===== config.mk =====
export PLATFORM = sky130hd
export DESIGN_NAME = bisync_tx_seq
export DESIGN_NICKNAME = d
export VERILOG_FILES = /design/src/rtl/bisync_tx_pkg.sv /design/src/rtl/bisync_tx_charsel.sv /design/src/rtl/bisync_tx_shifter.sv /design/src/rtl/bisync_tx_ctrl.sv /design/src/rtl/bisync_tx_seq.sv
export SDC_FILE = /design/constraint.sdc
export NUM_CORES = 1
export LEC_CHECK = 0
export BUFFER_PORTS_ARGS = -buffer_cell sky130_fd_sc_hd__buf_2
export CAP_MARGIN = 20
export CORE_MARGIN = 4
export CORE_UTILIZATION = 45
export CTS_BUF_LIST = sky130_fd_sc_hd__clkbuf_16
export CTS_CLUSTER_DIAMETER = 120
export DETAILED_ROUTE_END_ITERATION = 10
export GPL_ROUTABILITY_DRIVEN = 1
export GPL_TIMING_DRIVEN = 0
export HOLD_SLACK_MARGIN = 0.15
export MAX_ROUTING_LAYER = met4
export PLACE_DENSITY = 0.71
export SETUP_SLACK_MARGIN = 0.3
export SYNTH_ARGS = -nofsm -noshare
export SYNTH_HDL_FRONTEND = slang
export SYNTH_SLANG_ARGS = --single-unit

===== constraint.sdc =====
create_clock -name clk -period 7.67 [get_ports clk]
set_input_delay 0.767 -clock clk [delete_from_list [all_inputs] [get_ports clk]]
set_output_delay 0.767 -clock clk [all_outputs]
set_load 0.05 [all_outputs]

===== src/rtl/bisync_tx_pkg.sv =====
package bisync_tx_pkg;

  typedef enum logic [2:0] {
    ST_IDLE,
    ST_PRE,
    ST_DATA,
    ST_ESC,
    ST_FILL
  } tx_state_t;

  typedef enum logic [1:0] {
    LD_PREAMBLE,
    LD_DATA,
    LD_ESC,
    LD_FILL
  } load_sel_t;

endpackage


===== src/rtl/bisync_tx_charsel.sv =====
module bisync_tx_charsel
  import bisync_tx_pkg::*;
#(
  parameter int CHAR_W = 8,
  parameter int SYNC_W = 16,
  localparam int CNT_W = $clog2(SYNC_W)
) (
  input  load_sel_t         sel,
  input  logic [SYNC_W-1:0] sync_pattern,
  input  logic [CHAR_W-1:0] data_in,
  input  logic [CHAR_W-1:0] dle_char,
  output logic [SYNC_W-1:0] load_word,
  output logic [CNT_W-1:0]  load_cnt
);

  localparam int PAD_W = SYNC_W - CHAR_W;
  localparam logic [CNT_W-1:0] PRE_LAST  = CNT_W'(SYNC_W - 1);
  localparam logic [CNT_W-1:0] CHAR_LAST = CNT_W'(CHAR_W - 1);

  logic [CHAR_W-1:0] chr;
  logic [SYNC_W-1:0] chr_ext;

  always_comb begin
    case (sel)
      LD_DATA: chr = data_in;
      LD_ESC:  chr = dle_char;
      default: chr = sync_pattern[CHAR_W-1:0];
    endcase
  end

  generate
    if (PAD_W > 0) begin : g_pad
      assign chr_ext = {{PAD_W{1'b0}}, chr};
    end else begin : g_nopad
      assign chr_ext = chr;
    end
  endgenerate

  always_comb begin
    if (sel == LD_PREAMBLE) begin
      load_word = sync_pattern;
      load_cnt  = PRE_LAST;
    end else begin
      load_word = chr_ext;
      load_cnt  = CHAR_LAST;
    end
  end

endmodule


===== src/rtl/bisync_tx_shifter.sv =====
module bisync_tx_shifter #(
  parameter int SYNC_W = 16,
  localparam int CNT_W = $clog2(SYNC_W)
) (
  input  logic              clk,
  input  logic              rst_n,
  input  logic              load,
  input  logic              shift,
  input  logic [SYNC_W-1:0] load_word,
  input  logic [CNT_W-1:0]  load_cnt,
  output logic              line_bit,
  output logic              last_bit
);

  logic [SYNC_W-1:0] sh_q, sh_d;
  logic [CNT_W-1:0]  cnt_q, cnt_d;

  always_comb begin
    sh_d  = sh_q;
    cnt_d = cnt_q;
    if (load) begin
      sh_d  = load_word;
      cnt_d = load_cnt;
    end else if (shift) begin
      sh_d  = {1'b1, sh_q[SYNC_W-1:1]};
      cnt_d = cnt_q - 1'b1;
    end
  end

  always_ff @(posedge clk or negedge rst_n) begin
    if (!rst_n) begin
      sh_q  <= '1;
      cnt_q <= '0;
    end else if (load || shift) begin
      sh_q  <= sh_d;
      cnt_q <= cnt_d;
    end
  end

  assign line_bit = sh_q[0];
  assign last_bit = (cnt_q == '0);

  // a shift never starts from an exhausted count
  assert_no_wrap_R3: assert property (@(posedge clk) disable iff (!rst_n)
    (shift && !load) |-> !last_bit);

endmodule


===== src/rtl/bisync_tx_ctrl.sv =====
module bisync_tx_ctrl
  import bisync_tx_pkg::*;
(
  input  logic      clk,
  input  logic      rst_n,
  input  logic      bit_en,
  input  logic      start_frame,
  input  logic [1:0] sync_len,
  input  logic      transparent,
  input  logic      data_valid,
  input  logic      data_last,
  input  logic      last_bit,
  output logic      load,
  output logic      shift,
  output load_sel_t sel,
  output logic      data_ready,
  output logic      busy
);

  tx_state_t st_q, st_d;
  logic      last_q, last_d;
  logic      pick;

  always_comb begin
    st_d   = st_q;
    last_d = last_q;
    load   = 1'b0;
    shift  = 1'b0;
    sel    = LD_PREAMBLE;
    pick   = 1'b0;
    case (st_q)
      ST_IDLE: begin
        if (start_frame) begin
          if (sync_len != 2'd0) begin
            load = 1'b1;
            sel  = LD_PREAMBLE;
            st_d = ST_PRE;
          end else begin
            pick = 1'b1;
          end
        end
      end
      default: begin
        if (bit_en) begin
          if (!last_bit) begin
            shift = 1'b1;
          end else if (st_q == ST_DATA && last_q) begin
            st_d = ST_IDLE;
          end else if (st_q == ST_ESC) begin
            load = 1'b1;
            sel  = LD_FILL;
            st_d = ST_FILL;
          end else begin
            pick = 1'b1;
          end
        end
      end
    endcase
    if (pick) begin
      load = 1'b1;
      if (data_valid) begin
        sel    = LD_DATA;
        st_d   = ST_DATA;
        last_d = data_last;
      end else if (transparent) begin
        sel  = LD_ESC;
        st_d = ST_ESC;
      end else begin
        sel  = LD_FILL;
        st_d = ST_FILL;
      end
    end
  end

  always_ff @(posedge clk or negedge rst_n) begin
    if (!rst_n) begin
      st_q   <= ST_IDLE;
      last_q <= 1'b0;
    end else begin
      st_q   <= st_d;
      last_q <= last_d;
    end
  end

  assign data_ready = pick;
  assign busy       = (st_q != ST_IDLE);

  // acceptance only at an enable edge or a frame start
  assert_ready_on_edge_R4: assert property (@(posedge clk) disable iff (!rst_n)
    data_ready |-> (bit_en || start_frame));

  // escape end always moves on to the sync fill character
  assert_pair_done_R6: assert property (@(posedge clk) disable iff (!rst_n)
    (st_q == ST_ESC && bit_en && last_bit) |=> (st_q == ST_FILL));

  // no character is taken while an escape is on the line
  assert_esc_no_take_R6: assert property (@(posedge clk) disable iff (!rst_n)
    (st_q == ST_ESC) |-> !data_ready);

  // escape fill only entered in transparent mode
  assert_esc_transp_R5: assert property (@(posedge clk) disable iff (!rst_n)
    $rose(st_q == ST_ESC) |-> $past(transparent));

  // no acceptance while idle without a start request
  assert_idle_no_take_R9: assert property (@(posedge clk) disable iff (!rst_n)
    (st_q == ST_IDLE && !start_frame) |-> !data_ready);

endmodule


===== src/rtl/bisync_tx_seq.sv =====
module bisync_tx_seq
  import bisync_tx_pkg::*;
#(
  parameter int CHAR_W = 8,
  parameter int SYNC_W = 16
) (
  input  logic              clk,
  input  logic              rst_n,
  input  logic              bit_en,
  input  logic [1:0]        sync_len,
  input  logic [SYNC_W-1:0] sync_pattern,
  input  logic [CHAR_W-1:0] dle_char,
  input  logic              transparent,
  input  logic              start_frame,
  input  logic [CHAR_W-1:0] data_in,
  input  logic              data_valid,
  input  logic              data_last,
  output logic              data_ready,
  output logic              tx_bit,
  output logic              busy
);

  localparam int CNT_W = $clog2(SYNC_W);

  logic              load, shift, line_bit, last_bit;
  load_sel_t         sel;
  logic [SYNC_W-1:0] load_word;
  logic [CNT_W-1:0]  load_cnt;

  bisync_tx_ctrl u_ctrl (
    .clk         (clk),
    .rst_n       (rst_n),
    .bit_en      (bit_en),
    .start_frame (start_frame),
    .sync_len    (sync_len),
    .transparent (transparent),
    .data_valid  (data_valid),
    .data_last   (data_last),
    .last_bit    (last_bit),
    .load        (load),
    .shift       (shift),
    .sel         (sel),
    .data_ready  (data_ready),
    .busy        (busy)
  );

  bisync_tx_charsel #(.CHAR_W(CHAR_W), .SYNC_W(SYNC_W)) u_sel (
    .sel          (sel),
    .sync_pattern (sync_pattern),
    .data_in      (data_in),
    .dle_char     (dle_char),
    .load_word    (load_word),
    .load_cnt     (load_cnt)
  );

  bisync_tx_shifter #(.SYNC_W(SYNC_W)) u_shift (
    .clk       (clk),
    .rst_n     (rst_n),
    .load      (load),
    .shift     (shift),
    .load_word (load_word),
    .load_cnt  (load_cnt),
    .line_bit  (line_bit),
    .last_bit  (last_bit)
  );

  assign tx_bit = busy ? line_bit : 1'b1;

  // the line holds its bit through cycles without an enable
  assert_hold_line_R3: assert property (@(posedge clk) disable iff (!rst_n)
    (busy && !bit_en) |=> $stable(tx_bit));

  // leaving a frame requires an enable edge
  assert_end_on_edge_R8: assert property (@(posedge clk) disable iff (!rst_n)
    $fell(busy) |-> $past(bit_en));

endmodule


**Word level (Yosys, flattened, before mapping)**

Index checks and enable logic that the tools add are counted.

- Output and inout bits: 3
- Bits in registers: 24
- Word-level logic and storage cells: 69
- Input bits: 41

- Equality and inequality tests: 6
- Reduce and logical (&&, ||, !) cells: 14
- Mux-type cells: 44
- $add $sub $neg: 1

Operator list:

| kind | number |
|---|---|
| $mux 16 | 3 |
| $mux 3 | 10 |
| $mux 1 | 20 |
| $pmux 8 s2 | 1 |
| $mux 2 | 7 |
| $mux 4 | 3 |
| $reduce_bool 3->1 | 3 |
| $eq 3x2->1 const B | 2 |
| $reduce_and 5->1 | 1 |
| $logic_not 4->1 | 1 |
| $reduce_and 2->1 | 2 |
| $reduce_bool 2->1 | 2 |
| $reduce_bool 4->1 | 1 |
| $sub 4x1->4 const B | 1 |
| $logic_not 3->1 | 1 |
| $ne 3x2->1 const B | 1 |
| $ne 3x3->1 const B | 1 |
| $eq 2x1->1 const B | 1 |
| $eq 2x2->1 const B | 1 |
| $logic_not 2->1 | 1 |
| $logic_and 1x1->1 | 1 |
| $logic_or 1x1->1 | 1 |

**Depth between registers and ports, before layout**

- Depth in word-level cells: 11
- Mapped depth: 13
- Depth with buffers taken out: 11

**By module**

A second synthesis with hierarchy kept.

- Cells, all modules: 168
- Area, all modules: 1,682.9 µm²

Modules (own cells, without submodules):

| module | cells each | area each (µm²) | sequential area each (µm²) | times used |
|---|---|---|---|---|
| bisync_tx_shifter | 92 | 978.4 | 520.5 | 1 |
| bisync_tx_charsel | 37 | 349.1 | 0.0 | 1 |
| bisync_tx_ctrl | 38 | 349.1 | 100.1 | 1 |
| bisync_tx_seq | 1 | 6.3 | 0.0 | 1 |

**Worst setup path before layout**

OpenSTA, ideal clock, no wires.

- Path type: in2reg
- Start point: in bit_en
- End point: reg u_shift.sh_q[4]
- Slack: 5,005 ps
- Required time: 7,584 ps
- Setup time: 86 ps
- Buffers on the path: 2
- Stages on the path: 10
- Arrival time: 2,580 ps
- Cells stage by stage: and4bb_2 o31ai_4 a21oi_1 nor2_1 ha_1 clkbuf_1 nor2b_1 clkbuf_1 o21ai_0 o221ai_1

- Cells in the longest elaborated chain, start to end: 7
- Elaborated cells on any way between the ends: 19
- Those cells by class: eq/ne (2); mux (13); reduce/logical (4)

RTL lines:

| element | RTL line | source |
|---|---|---|
| start, declared | bisync_tx_seq.sv:9 | `input logic bit_en,` |
| $mux 2 / $mux 1 (equally long branches) | bisync_tx_ctrl.sv:44 | `if (bit_en) begin` |
| $mux 2 / $mux 1 (equally long branches) | bisync_tx_ctrl.sv:31 | `case (st_q)` |
| $mux 2 | bisync_tx_ctrl.sv:59 | `if (pick) begin` |
| $eq 2x2->1 / $eq 2x1->1 (equally long branches) | bisync_tx_charsel.sv:24 | `case (sel)` |
| $pmux 8 s2 | bisync_tx_charsel.sv:24 |  |
| $mux 16 | bisync_tx_charsel.sv:40 | `if (sel == LD_PREAMBLE) begin` |
| $mux 16 | bisync_tx_shifter.sv:21 | `if (load) begin` |
| end signal, assigned | bisync_tx_shifter.sv:32 | `sh_q <= '1;` |
| end signal, assigned | bisync_tx_shifter.sv:35 | `sh_q <= sh_d;` |
| end, declared | bisync_tx_shifter.sv:15 | `logic [SYNC_W-1:0] sh_q, sh_d;` |

Parallel ways exist; a longest one is shown, timed or not.
A chain may end at the register's enable or synchronous reset.

**Worst setup path after layout**

- Start point: reg u_shift.cnt_q[0]
- End point: reg u_shift.sh_q[3]

- Cells in the longest elaborated chain, start to end: 9
- Elaborated cells on any way between the ends: 24
- Those cells by class: eq/ne (2); mux (17); reduce/logical (5)

RTL lines:

| element | RTL line | source |
|---|---|---|
| start, declared | bisync_tx_shifter.sv:16 | `logic [CNT_W-1:0] cnt_q, cnt_d;` |
| start signal, assigned | bisync_tx_shifter.sv:36 | `cnt_q <= cnt_d;` |
| $logic_not 4->1 (*) | bisync_tx_shifter.sv:41 | `assign last_bit = (cnt_q == '0);` |
| $mux 2 / $mux 1 (equally long branches) | bisync_tx_ctrl.sv:45 | `if (!last_bit) begin` |
| $mux 2 / $mux 1 (equally long branches) | bisync_tx_ctrl.sv:44 |  |
| $mux 2 / $mux 1 (equally long branches) | bisync_tx_ctrl.sv:31 |  |
| $mux 2 | bisync_tx_ctrl.sv:59 |  |
| $eq 2x2->1 / $eq 2x1->1 (equally long branches) | bisync_tx_charsel.sv:24 |  |
| $pmux 8 s2 | bisync_tx_charsel.sv:24 |  |
| $mux 16 | bisync_tx_charsel.sv:40 |  |
| $mux 16 | bisync_tx_shifter.sv:21 |  |

Every way passes the cells marked *; elsewhere a longest branch is shown, timed or not.

==> metrics.cfg <==
[place]
place_congestion=0.796
place_inst=252
dpl_cell_area_sq_um=1850
portBuffers=43
place_hpwl_um=2560

[finish]
diodes=0
fin_nets=257
multi_input_comb_area_sq_um=867
drive_above_1_share_pct=36.2
areaGrowthSynthToFinish_pct=22.2
final_cell_count_no_fill=256
fillerInstances=334
finalInstanceArea_sq_um=1930
regArea_sq_um=621

[routing]
via_per_inst=5.03
routedWlPerCell_um=12.6
vias=1287
drc=0
drtIter0Drc=23
first_pass_iters=4
ant_nets=0
drt_wl_total_um=3230

[clock_network]
tritoncts=done
cts.sink_count=24
clock_path_buffers=2
post-cts-setup-buffers=0
cts_max_level=1
cts_resized=0
cts_buffers=3
cts_hold_buf=0
clock_latency_ps=260
clk_pin_slew_ps=60
ctsRootBufferMaster=clkbuf_16

[synth]
yosys-top-cells-area=dfstp_2, dfrtp_1, mux2i_1
ys.warnings.count=0
synth_area_per_cell_sq_um=9.70
async_flop_share_pct=100
yosysMostFrequentCell=nand2_1
synth-edff-count=0
yosysSeqAreaShare_pct=39.2
ys_top_cells_by_count=nand2_1, mux2i_1, dfstp_2
syn-num-nets=209
synth_cells=163
yosysUniqueCellTypes=38
synth_ff_type=dfstp_2
yosys.area.top_type=dfstp_2
syn_area_sq_um=1580
synth_top_area_share_pct=26.6
ys_ff_latch=24

[grt]
track_usage_pct=15.9
grt_antenna_before_repair=0
grt_pass1_wl_um=5330
grt-ovfl-total=0
grt_max_degree=25
grt_pass1_vias=1222

[critical_path]
critPathArrivalTime_ps=3270
crit_path_start_kind=flip-flop
path_cells=inv_1 > ha_1 > and4bb_2 > o31ai_4 > a21oi_1 > nor2_1 > ha_1 > clkbuf_1 > nor2b_1 > clkbuf_1 > o21ai_0 > o221ai_1
cpPeakStageDelay_ps=440
crit_slowest_cell=nor2b_1
critPathRequiredTime_ps=7830
cp_top_family=simple AND/OR/NAND/NOR gates
critPathMaxFanout=10
cp.buffers_inverters=3
cp-end-kind=flip-flop
crit_type=flip-flop to flip-flop

[sta]
timing.final.crit_share_pct=40.4
slew_viol_final=0
hold_viol=0
fmax_mhz=323
final.setup.tns_ps=0
maxSlewHeadroom_pct=65.7
grt_setup_unrepaired=false
setup_violations=0
worst_pin_slew_ps=515
fin_worst_skew_ps=4.56
finalCriticalPeriod_ps=3100

[floorplan]
initial_core_util_pct=47.0
rows=21
ios=44
die_h_um=67.3
coreArea_sq_um=3360
die_x_um=67.3
die_area_sq_um=4530

[pwr]
p_leak_nw=0.945
power_density_nw_per_um2=297
vdd_ir_drop_max_mv=0.155
power_uw=575

[hold_path]
min_path_type=primary input to asynchronous set/reset pin

[outcome]
run_status=completed

[run]
maxCapViolCount=0

state kept, by name (all words and copies together) (netlist names):
register / flops
u_shift.cnt_q: 4
u_shift.sh_q: 16
u_ctrl.last_q: 1
u_ctrl.st_q: 3
routing by layer:
layer / part of all wire, % / track usage (%) / wire length (um) / up-vias
met5: 0 / - / 0 / -
met3: 3.2 / 3.49 / 103 / 4
met1: 45 / 19.3 / 1470 / 588
met4: 1.1 / 3.80 / 34 / 0
met2: 50 / 27.0 / 1620 / 19
li1: - / - / - / 676
power breakdown:
| group | switching (mW) | internal, mW | total, mW | leakage (nW) |
|---|---|---|---|---|
| logic | 0.112 | 0.100 | 0.212 | 0.643 |
| registers | 0.0447 | 0.207 | 0.251 | 0.259 |
| clock network | 0.0421 | 0.0696 | 0.112 | 0.0423 |
| total | 0.199 | 0.376 | 0.575 | 0.945 |
worst paths after layout:
path,from,endpoint,slack (ps),cells past startpoint
worst min-delay path,rst_n,u_ctrl.last_q,480,1
min in group clk,u_shift.sh_q[4],u_shift.sh_q[4],520,2
worst max register to register,u_shift.cnt_q[0],u_shift.sh_q[3],4570,12
max in group asynchronous,rst_n,u_shift.sh_q[1],6830,1
worst min register to register,u_shift.sh_q[4],u_shift.sh_q[4],520,2
worst max-delay path,u_shift.cnt_q[0],u_shift.sh_q[3],4570,12
metrics by stage:
| step | worst slack, ps | hold WS [ps] | util (%) |
|---|---|---|---|
| floorplan | 5000 | 471 | - |
| detailed placement | 4360 | 505 | 55.1 |
| finish | 4570 | 477 | 57.5 |
| global route | 4240 | 523 | 57.5 |
| CTS | 4540 | 499 | 57.5 |
| global placement | 4390 | 503 | 55.1 |
cell type report:
type                            count  area share (%)
Multi-Input combinational cell    120            44.9
Sequential cell                    24            32.1
Timing Repair Buffer               43            11.1
Clock buffer                        3            3.88
Tap cell                           46            2.98
Buffer                              8            2.72
Inverter                           11            2.14
Clock inverter                      1           0.194
cell usage in the layout, fill, tap and decap left out, types with 2 or more instances in the layout:
| cell | netlist | layout |
|---|---|---|
| ha_1 | 5 | 5 |
| inv_1 | 11 | 12 |
| o221ai_1 | 6 | 6 |
| a21oi_1 | 4 | 4 |
| and3_1 | 2 | 2 |
| nor2b_1 | 3 | 3 |
| dfstp_2 | 16 | 16 |
| o21ai_0 | 12 | 12 |
| a22oi_1 | 9 | 9 |
| nand4_1 | 2 | 2 |
| clkbuf_1 | 3 | 3 |
| nand2_1 | 27 | 27 |
| or2_2 | 2 | 2 |
| buf_2 | 0 | 43 |
| clkbuf_16 | 0 | 3 |
| nor2_1 | 8 | 8 |
| mux2_2 | 2 | 2 |
| mux2i_1 | 19 | 19 |
| nand3_1 | 2 | 2 |
| dfrtp_1 | 8 | 8 |
| buf_1 | 2 | 2 |
| nor3_1 | 2 | 2 |
cell families (layout without fill, tap and decap cells):
kind of cell | count (synthesis) | after routing | share of synthesized area [%]
xor gates and xnor gates | 2 | 2 | 1.11
buffers and inverters | 19 | 66 | 5.93
muxes | 22 | 22 | 14.4
AOI/OAI and AO/OA | 38 | 38 | 17.7
and+or+nand+nor | 53 | 53 | 17.6
adders and majority gates | 5 | 5 | 3.96
DFF | 24 | 24 | 39.2
No activity file was read; power rests on OpenSTA's default activity.
